--- config.mk ---
export PLATFORM = sky130hd
export DESIGN_NAME = sertx_top
export DESIGN_NICKNAME = d
export VERILOG_FILES = /design/src/rtl/sertx_pkg.sv /design/src/rtl/sertx_hold.sv /design/src/rtl/sertx_shift.sv /design/src/rtl/sertx_top.sv
export SDC_FILE = /design/constraint.sdc
export NUM_CORES = 1
export LEC_CHECK = 0
export CAP_MARGIN = 20
export CORE_MARGIN = 1.5
export CORE_UTILIZATION = 42
export DETAILED_ROUTE_END_ITERATION = 16
export DONT_BUFFER_PORTS = 1
export PLACE_DENSITY = 0.62
export SLEW_MARGIN = 10
export SYNTH_ARGS = -nofsm -noshare
export SYNTH_HDL_FRONTEND = slang
export SYNTH_SLANG_ARGS = --single-unit
export TNS_END_PERCENT = 50
--- constraint.sdc ---
create_clock -name clk -period 1.8 [get_ports clk]
set_clock_uncertainty 0.15 [all_clocks]
set_input_delay 0 -clock clk [delete_from_list [all_inputs] [get_ports clk]]
set_output_delay 0 -clock clk [all_outputs]
set_load 0.01 [all_outputs]
--- src/rtl/sertx_pkg.sv ---
package sertx_pkg;
  typedef enum logic {
    SH_IDLE = 1'b0,
    SH_BUSY = 1'b1
  } sh_state_e;
endpackage

--- src/rtl/sertx_hold.sv ---
module sertx_hold #(
  parameter int DATA_W = 8
) (
  input  logic              clk,
  input  logic              rst_n,
  input  logic              wr_en,
  input  logic [DATA_W-1:0] wr_data,
  input  logic              wr_bit9,
  input  logic              take,
  output logic              hold_full,
  output logic [DATA_W-1:0] hold_data,
  output logic              hold_bit9
);
  logic              full_q, full_d;
  logic [DATA_W-1:0] data_q, data_d;
  logic              b9_q, b9_d;
  logic              accept;

  always_comb begin
    accept = wr_en & ~full_q;
    full_d = full_q;
    data_d = data_q;
    b9_d   = b9_q;
    if (take)
      full_d = 1'b0;
    if (accept) begin
      full_d = 1'b1;
      data_d = wr_data;
      b9_d   = wr_bit9;
    end
  end

  always_ff @(posedge clk or negedge rst_n) begin
    if (!rst_n) begin
      full_q <= 1'b0;
      data_q <= '0;
      b9_q   <= 1'b0;
    end else begin
      full_q <= full_d;
      data_q <= data_d;
      b9_q   <= b9_d;
    end
  end

  assign hold_full = full_q;
  assign hold_data = data_q;
  assign hold_bit9 = b9_q;

  AST_FULL_STAYS: assert property (@(posedge clk) disable iff (!rst_n)
    (hold_full && !take) |=> hold_full);
  AST_HELD_DATA_KEPT: assert property (@(posedge clk) disable iff (!rst_n)
    (hold_full && !take) |=> $stable(hold_data));
endmodule

--- src/rtl/sertx_shift.sv ---
module sertx_shift
  import sertx_pkg::*;
#(
  parameter int DATA_W = 8
) (
  input  logic              clk,
  input  logic              rst_n,
  input  logic              bit_tick,
  input  logic              active,
  input  logic              nine_en,
  input  logic              hold_full,
  input  logic [DATA_W-1:0] hold_data,
  input  logic              hold_bit9,
  output logic              take,
  output logic              busy,
  output logic              line
);
  localparam int SH_W  = DATA_W + 2;
  localparam int CNT_W = $clog2(SH_W + 1);
  localparam logic [CNT_W-1:0] LEFT_8 = CNT_W'(DATA_W + 1);
  localparam logic [CNT_W-1:0] LEFT_9 = CNT_W'(DATA_W + 2);

  sh_state_e        state_q, state_d;
  logic [SH_W-1:0]  sh_q, sh_d;
  logic [CNT_W-1:0] left_q, left_d;
  logic             line_q, line_d;

  always_comb begin
    state_d = state_q;
    sh_d    = sh_q;
    left_d  = left_q;
    line_d  = line_q;
    take    = 1'b0;
    if (!active) begin
      state_d = SH_IDLE;
      left_d  = '0;
      line_d  = 1'b1;
    end else if (bit_tick) begin
      if (state_q == SH_BUSY && left_q != '0) begin
        line_d = sh_q[0];
        sh_d   = {1'b1, sh_q[SH_W-1:1]};
        left_d = left_q - CNT_W'(1);
      end else if (hold_full) begin
        take    = 1'b1;
        state_d = SH_BUSY;
        line_d  = 1'b0;
        sh_d    = {1'b1, (nine_en ? hold_bit9 : 1'b1), hold_data};
        left_d  = nine_en ? LEFT_9 : LEFT_8;
      end else begin
        state_d = SH_IDLE;
        line_d  = 1'b1;
      end
    end
  end

  always_ff @(posedge clk or negedge rst_n) begin
    if (!rst_n) begin
      state_q <= SH_IDLE;
      sh_q    <= '1;
      left_q  <= '0;
      line_q  <= 1'b1;
    end else begin
      state_q <= state_d;
      sh_q    <= sh_d;
      left_q  <= left_d;
      line_q  <= line_d;
    end
  end

  assign busy = (state_q == SH_BUSY);
  assign line = line_q;

  AST_LOAD_ON_TICK: assert property (@(posedge clk) disable iff (!rst_n)
    $rose(busy) |-> $past(bit_tick && hold_full));
  AST_START_LOW: assert property (@(posedge clk) disable iff (!rst_n)
    $rose(busy) |-> !line);
  AST_STOP_HIGH: assert property (@(posedge clk) disable iff (!rst_n)
    (busy && left_q == '0) |-> line);
  AST_IDLE_HIGH: assert property (@(posedge clk) disable iff (!rst_n)
    !busy |-> line);
endmodule

--- src/rtl/sertx_top.sv ---
module sertx_top #(
  parameter int DATA_W = 8
) (
  input  logic              clk,
  input  logic              rst_n,
  input  logic              bit_tick,
  input  logic              wr_en,
  input  logic [DATA_W-1:0] wr_data,
  input  logic              wr_bit9,
  input  logic              nine_en,
  input  logic              tx_en,
  input  logic              port_en,
  input  logic              irq_en,
  output logic              tx_line,
  output logic              hold_empty,
  output logic              irq,
  output logic              shift_empty
);
  logic              take;
  logic              hold_full;
  logic [DATA_W-1:0] hold_data;
  logic              hold_bit9;
  logic              busy;
  logic              active;

  assign active = tx_en & port_en;

  sertx_hold #(.DATA_W(DATA_W)) u_hold (
    .clk       (clk),
    .rst_n     (rst_n),
    .wr_en     (wr_en),
    .wr_data   (wr_data),
    .wr_bit9   (wr_bit9),
    .take      (take),
    .hold_full (hold_full),
    .hold_data (hold_data),
    .hold_bit9 (hold_bit9)
  );

  sertx_shift #(.DATA_W(DATA_W)) u_shift (
    .clk       (clk),
    .rst_n     (rst_n),
    .bit_tick  (bit_tick),
    .active    (active),
    .nine_en   (nine_en),
    .hold_full (hold_full),
    .hold_data (hold_data),
    .hold_bit9 (hold_bit9),
    .take      (take),
    .busy      (busy),
    .line      (tx_line)
  );

  assign hold_empty  = ~hold_full;
  assign shift_empty = ~busy;
  assign irq         = hold_empty & irq_en;

  AST_INACTIVE_IDLE: assert property (@(posedge clk) disable iff (!rst_n)
    !(tx_en && port_en) |=> (shift_empty && tx_line));
endmodule

# Word level (Yosys, flattened, before mapping)
# Index checks and enable logic that the tools add are counted.
# op_classes
reduce_logical	7
add_sub_neg	1
bitwise	5
eq_ne	3
n_mux	21
# op_table
op	n
$mux 10	2
$mux 4	4
$mux 1	14
$ne 2x2->1 const B	2
$reduce_and 2->1	2
$reduce_bool 2->1	2
$reduce_bool 4->1	1
$sub 4x1->4 const B	1
$and 1x1->1	3
$ne 3x3->1 const B	1
$reduce_and 3->1	1
$mux 2	1
$not 1->1	2
$logic_and 1x1->1	1
# totals
input_bits	17
register_bits	26
out_inout_bits	4

# Depth between registers and ports, before layout
# depth
ltp_word	7
depth_mapped	6
ltp_nobuf	6

# Cells and area by module
# A second synthesis with hierarchy kept.
# hier_totals
cells_unflattened	112
hier_area_um2	1260.0
# by_module_without_submodules
mod	area_per_inst_um2	seq_area_each_um2	n_inst	cells_each
sertx_shift	825.8	387.9	1	85
sertx_hold	414.1	250.2	1	23
sertx_top	20.0	0.0	1	4

# Least setup slack after synthesis
# OpenSTA, ideal clock, no wires.
# synth_path
path_kind	flip-flop to flip-flop
from	register u_shift.left_q[0]
to	register u_shift.sh_q[0]
stages_incl_launch_ff	7
path_slack_ps	84
arrival_ps	1503
synth_period_minus_slack_ps	1716
required_time_ps	1588
setup_ps	62
path_cell_list	dfrtp_1 > inv_1 > ha_1 > nor3b_1 > nor2_1 > nor3_2 > a221o_1
# synth_via
elab_chain_len	4
word_cells_on_any_way	5
# synth_rtl
item	line_no	text
start: declaration	sertx_shift.sv:25	logic [CNT_W-1:0] left_q, left_d;
start signal: assignment	sertx_shift.sv:65	left_q <= left_d;
$reduce_bool 4->1 (*)	sertx_shift.sv:39	if (state_q == SH_BUSY && left_q != '0) begin
$logic_and 1x1->1 (*)	sertx_shift.sv:39	
$reduce_bool 2->1 (no source line)	-	
$reduce_and 3->1 (no source line)	-	
end signal: assignment	sertx_shift.sv:59	sh_q <= '1;
end signal: assignment	sertx_shift.sv:64	sh_q <= sh_d;
end: declaration	sertx_shift.sv:24	logic [SH_W-1:0] sh_q, sh_d;
# Mark *: on every way between the ends. The rest lies on a longest branch, timed or not.
# A chain may end at the register's enable or synchronous reset.

# Worst setup path after layout
# layout_path
from	register u_shift.left_q[1]
to	register u_shift.sh_q[2]
# Same word-level chain as after synthesis.

==> flow_summary.toml <==
[sta]
fmax_mhz = 571
fin_crit_sh = 0.973
finalHoldViolCount = 1
setup_violations = 0
tightest_slew_ns = 0.436
min_period_ns = 1.75
hold_ws_ns = -0.000677
drv_slew = 0
slew_headroom = 0.709

[clocking]
cts.clk_slew.worst_paths_ns = 0.13
clockBufferDepth = 2
cts_tree = "yes"
clk_latency_ns = 0.31
numCtsBuffers = 3
cts-root-buf = "clkbuf_4"
htreeDepth = 1
clock_sinks = 25

[final_layout]
antenna_cells = 0
drive_gt1_frac = 0.359
layout-area-overhead-vs-synth_pct = 34.2
nNetsFinal = 150
fill_cells = 208

[placed_design]
port_buffers = 0
gp_congestion = 0.813
dp_hpwl_mm = 1.63

[detailed_routing]
via_per_inst = 5.65
num_vias = 909
drc = 0
wl_per_cell_um = 16.0
antenna_left = 0
dr.pass1.iters = 4
wl_mm = 2.58
drt-initial-drc-count = 37

[yosys]
synth_cells = 98
synth_area_per_cell_sq_um = 11.9
ys_seq_elements = 25
yosys_warnings = 0
ys_seq_area_frac = 0.547
syn_nets = 116
netlist_area_sq_um = 1170
yosys.cell_types.count = 28

[critical_path]
cp_max_fo = 9
critPathArrivalTime_ns = 1.85
required_ns = 1.90
timing.critical_path.cells = "inv_1, ha_4, nor3b_4, nor2_2, nor3_4, buf_12, a221o_1"
r2r-start = "u_shift.left_q[1]"
cpMaxStageDelayCell = "dfrtp_1"
start_kind = "flop"
path_class = "flop to flop"
slowest_delay_ns = 0.37
endpoint_kind = "flop"
worstSetupStartpoint = "u_shift.left_q[1]"

[floorplan]
core_area_sq_um = 2540
boundaryPins = 21
die_w_um = 55.7
start_util = 0.459
dieArea_sq_um = 3100
placement_rows = 18
die-height_um = 55.7

[grt]
grt_max_degree = 26
first_global_vias = 922
antenna_found_initial = 0
track_usage = 0.174
grt_pass1_wl_mm = 4.25
gr-total-overflow = 0

[power]
power.density_nw_per_um2 = 895
vdd_ir_drop_max_v = 0.000651
finalPower_w = 0.00140
p_leak_nw = 0.646

[hold_path]
min_path_type = "primary input to output port"
min_from = "irq_en"

[outcome]
status = "finished with violations"
violations = "hold timing"

[job]
drv_cap = 0
## kinds of logic after synthesis
logic type      synth area share
simple gates               0.174
flops                      0.547
compound gates             0.156
mux                       0.0954
buf+inv                   0.0171
fa+ha+maj                 0.0107
## sequential cells by signal, indices dropped and copies added (netlist names)
| register | flops |
|---|---|
| u_shift.left_q | 4 |
| u_shift.busy | 1 |
| u_shift.line | 1 |
| u_hold.hold_data | 8 |
| u_shift.sh_q | 9 |
| u_hold.hold_bit9 | 1 |
| u_hold.hold_full | 1 |
## power by group
group | internal [W] | switching (W)
registers | 0.000752 | 0.0000872
clock network | 0.0000866 | 0.000158
logic | 0.000198 | 0.000122
total | 0.00104 | 0.000366
## synthesized netlist by cell type
cell type  count  share of area
nand3_1        1         0.0043
dfstp_2       10           0.23
a21oi_1        4          0.017
a211oi_4       1          0.017
o32a_2         1         0.0096
nor3_2         1         0.0086
nor4b_1        1         0.0075
nor2b_1        8          0.043
ha_1           1          0.011
inv_1          4          0.013
nand2_1        5          0.016
nand2b_1       2          0.011
and2b_1        2          0.013
buf_2          1         0.0043
nor2_1         9          0.029
or3_2          1         0.0064
mux2i_1        1         0.0086
mux2_2         9          0.087
o21ai_0        4          0.017
nand3_4        1          0.015
o221ai_1       1         0.0075
a22oi_1        1         0.0064
nor3_1         2         0.0086
a221o_1        8          0.069
dfrtp_1       15           0.32
a211oi_1       2          0.013
nor3b_1        1         0.0064
or2_2          1         0.0054
## worst max-delay path: cells and delay by family (launching register included)
| family | cells | cell delay, ns |
|---|---|---|
| AND/OR/NAND/NOR | 3 | 0.44 |
| adder cells (fa/ha/maj) | 1 | 0.18 |
| buffers and inverters | 2 | 0.23 |
| flip-flops | 1 | 0.37 |
| AO/OA/AOI/OAI | 1 | 0.33 |
## routing by layer
metal / vias up / part of all wire / global-route usage
met4: 0 / 0.010 / 0.0418
met1: 447 / 0.47 / 0.251
li1: 427 / - / -
met5: - / 0 / 0
met2: 31 / 0.46 / 0.257
met3: 4 / 0.061 / 0.0512
## stage by stage
step            util  setup TNS [ns]  instances  cell area, sq um  worst slack, ns
2_1_floorplan      -               0         98              1170           0.0845
3_3_place_gp   0.501               0        137              1270          0.00202
3_5_place_dp   0.501          -0.286        137              1270          -0.0653
4_1_cts        0.577               0        157              1470           0.0101
5_1_grt        0.616         -0.0168        161              1570          -0.0110
6_report       0.616               0        161              1570           0.0494
## final timing paths
kind	endpoint	slack [ns]	cells after the start
max in group asynchronous	u_shift.sh_q[2]	0.57	3
min in group asynchronous	u_shift.left_q[0]	0.40	2
worst max-delay path	u_shift.sh_q[2]	0.05	7
worst max register to register	u_shift.sh_q[2]	0.05	7
worst min register to register	u_shift.line	0.33	2
worst min-delay path	irq	-0.0007	1
## layout by cell type (no fill, tap or decap), types with 2 or more instances in the layout
cell type / Yosys / routed
a211oi_1: 2 / 2
a21oi_1: 4 / 4
a221o_1: 8 / 8
and2b_1: 2 / 2
buf_4: 0 / 10
clkbuf_4: 0 / 3
dfrtp_1: 15 / 14
dfstp_2: 10 / 10
dlygate4sd3_1: 0 / 17
inv_1: 4 / 3
mux2_2: 9 / 9
nand2_1: 5 / 5
nand2b_1: 2 / 2
nor2_1: 9 / 8
nor2b_1: 8 / 8
nor3_1: 2 / 2
o21ai_0: 4 / 2
o21ai_1: 0 / 2
## repair_timing
item / 4_1_cts / 5_1_grt
hold buffers: 16 / 1
setup endpoints to repair: 10 / 12
pin swaps: 0 / 10
buffers inserted: 0 / 3
resized for setup: 1 / 12
hold endpoints to repair: 42 / 5
## area by class of cell
type | count | area (sq um) | area share
sequential | 25 | 639 | 0.408
multi-input combinational | 68 | 557 | 0.355
timing repair buffer | 30 | 292 | 0.186
tap | 30 | 37.5 | 0.0240
clock buffer | 4 | 26.3 | 0.0168
inverter | 4 | 15.0 | 0.00958
No activity file was read; power rests on OpenSTA's default activity.
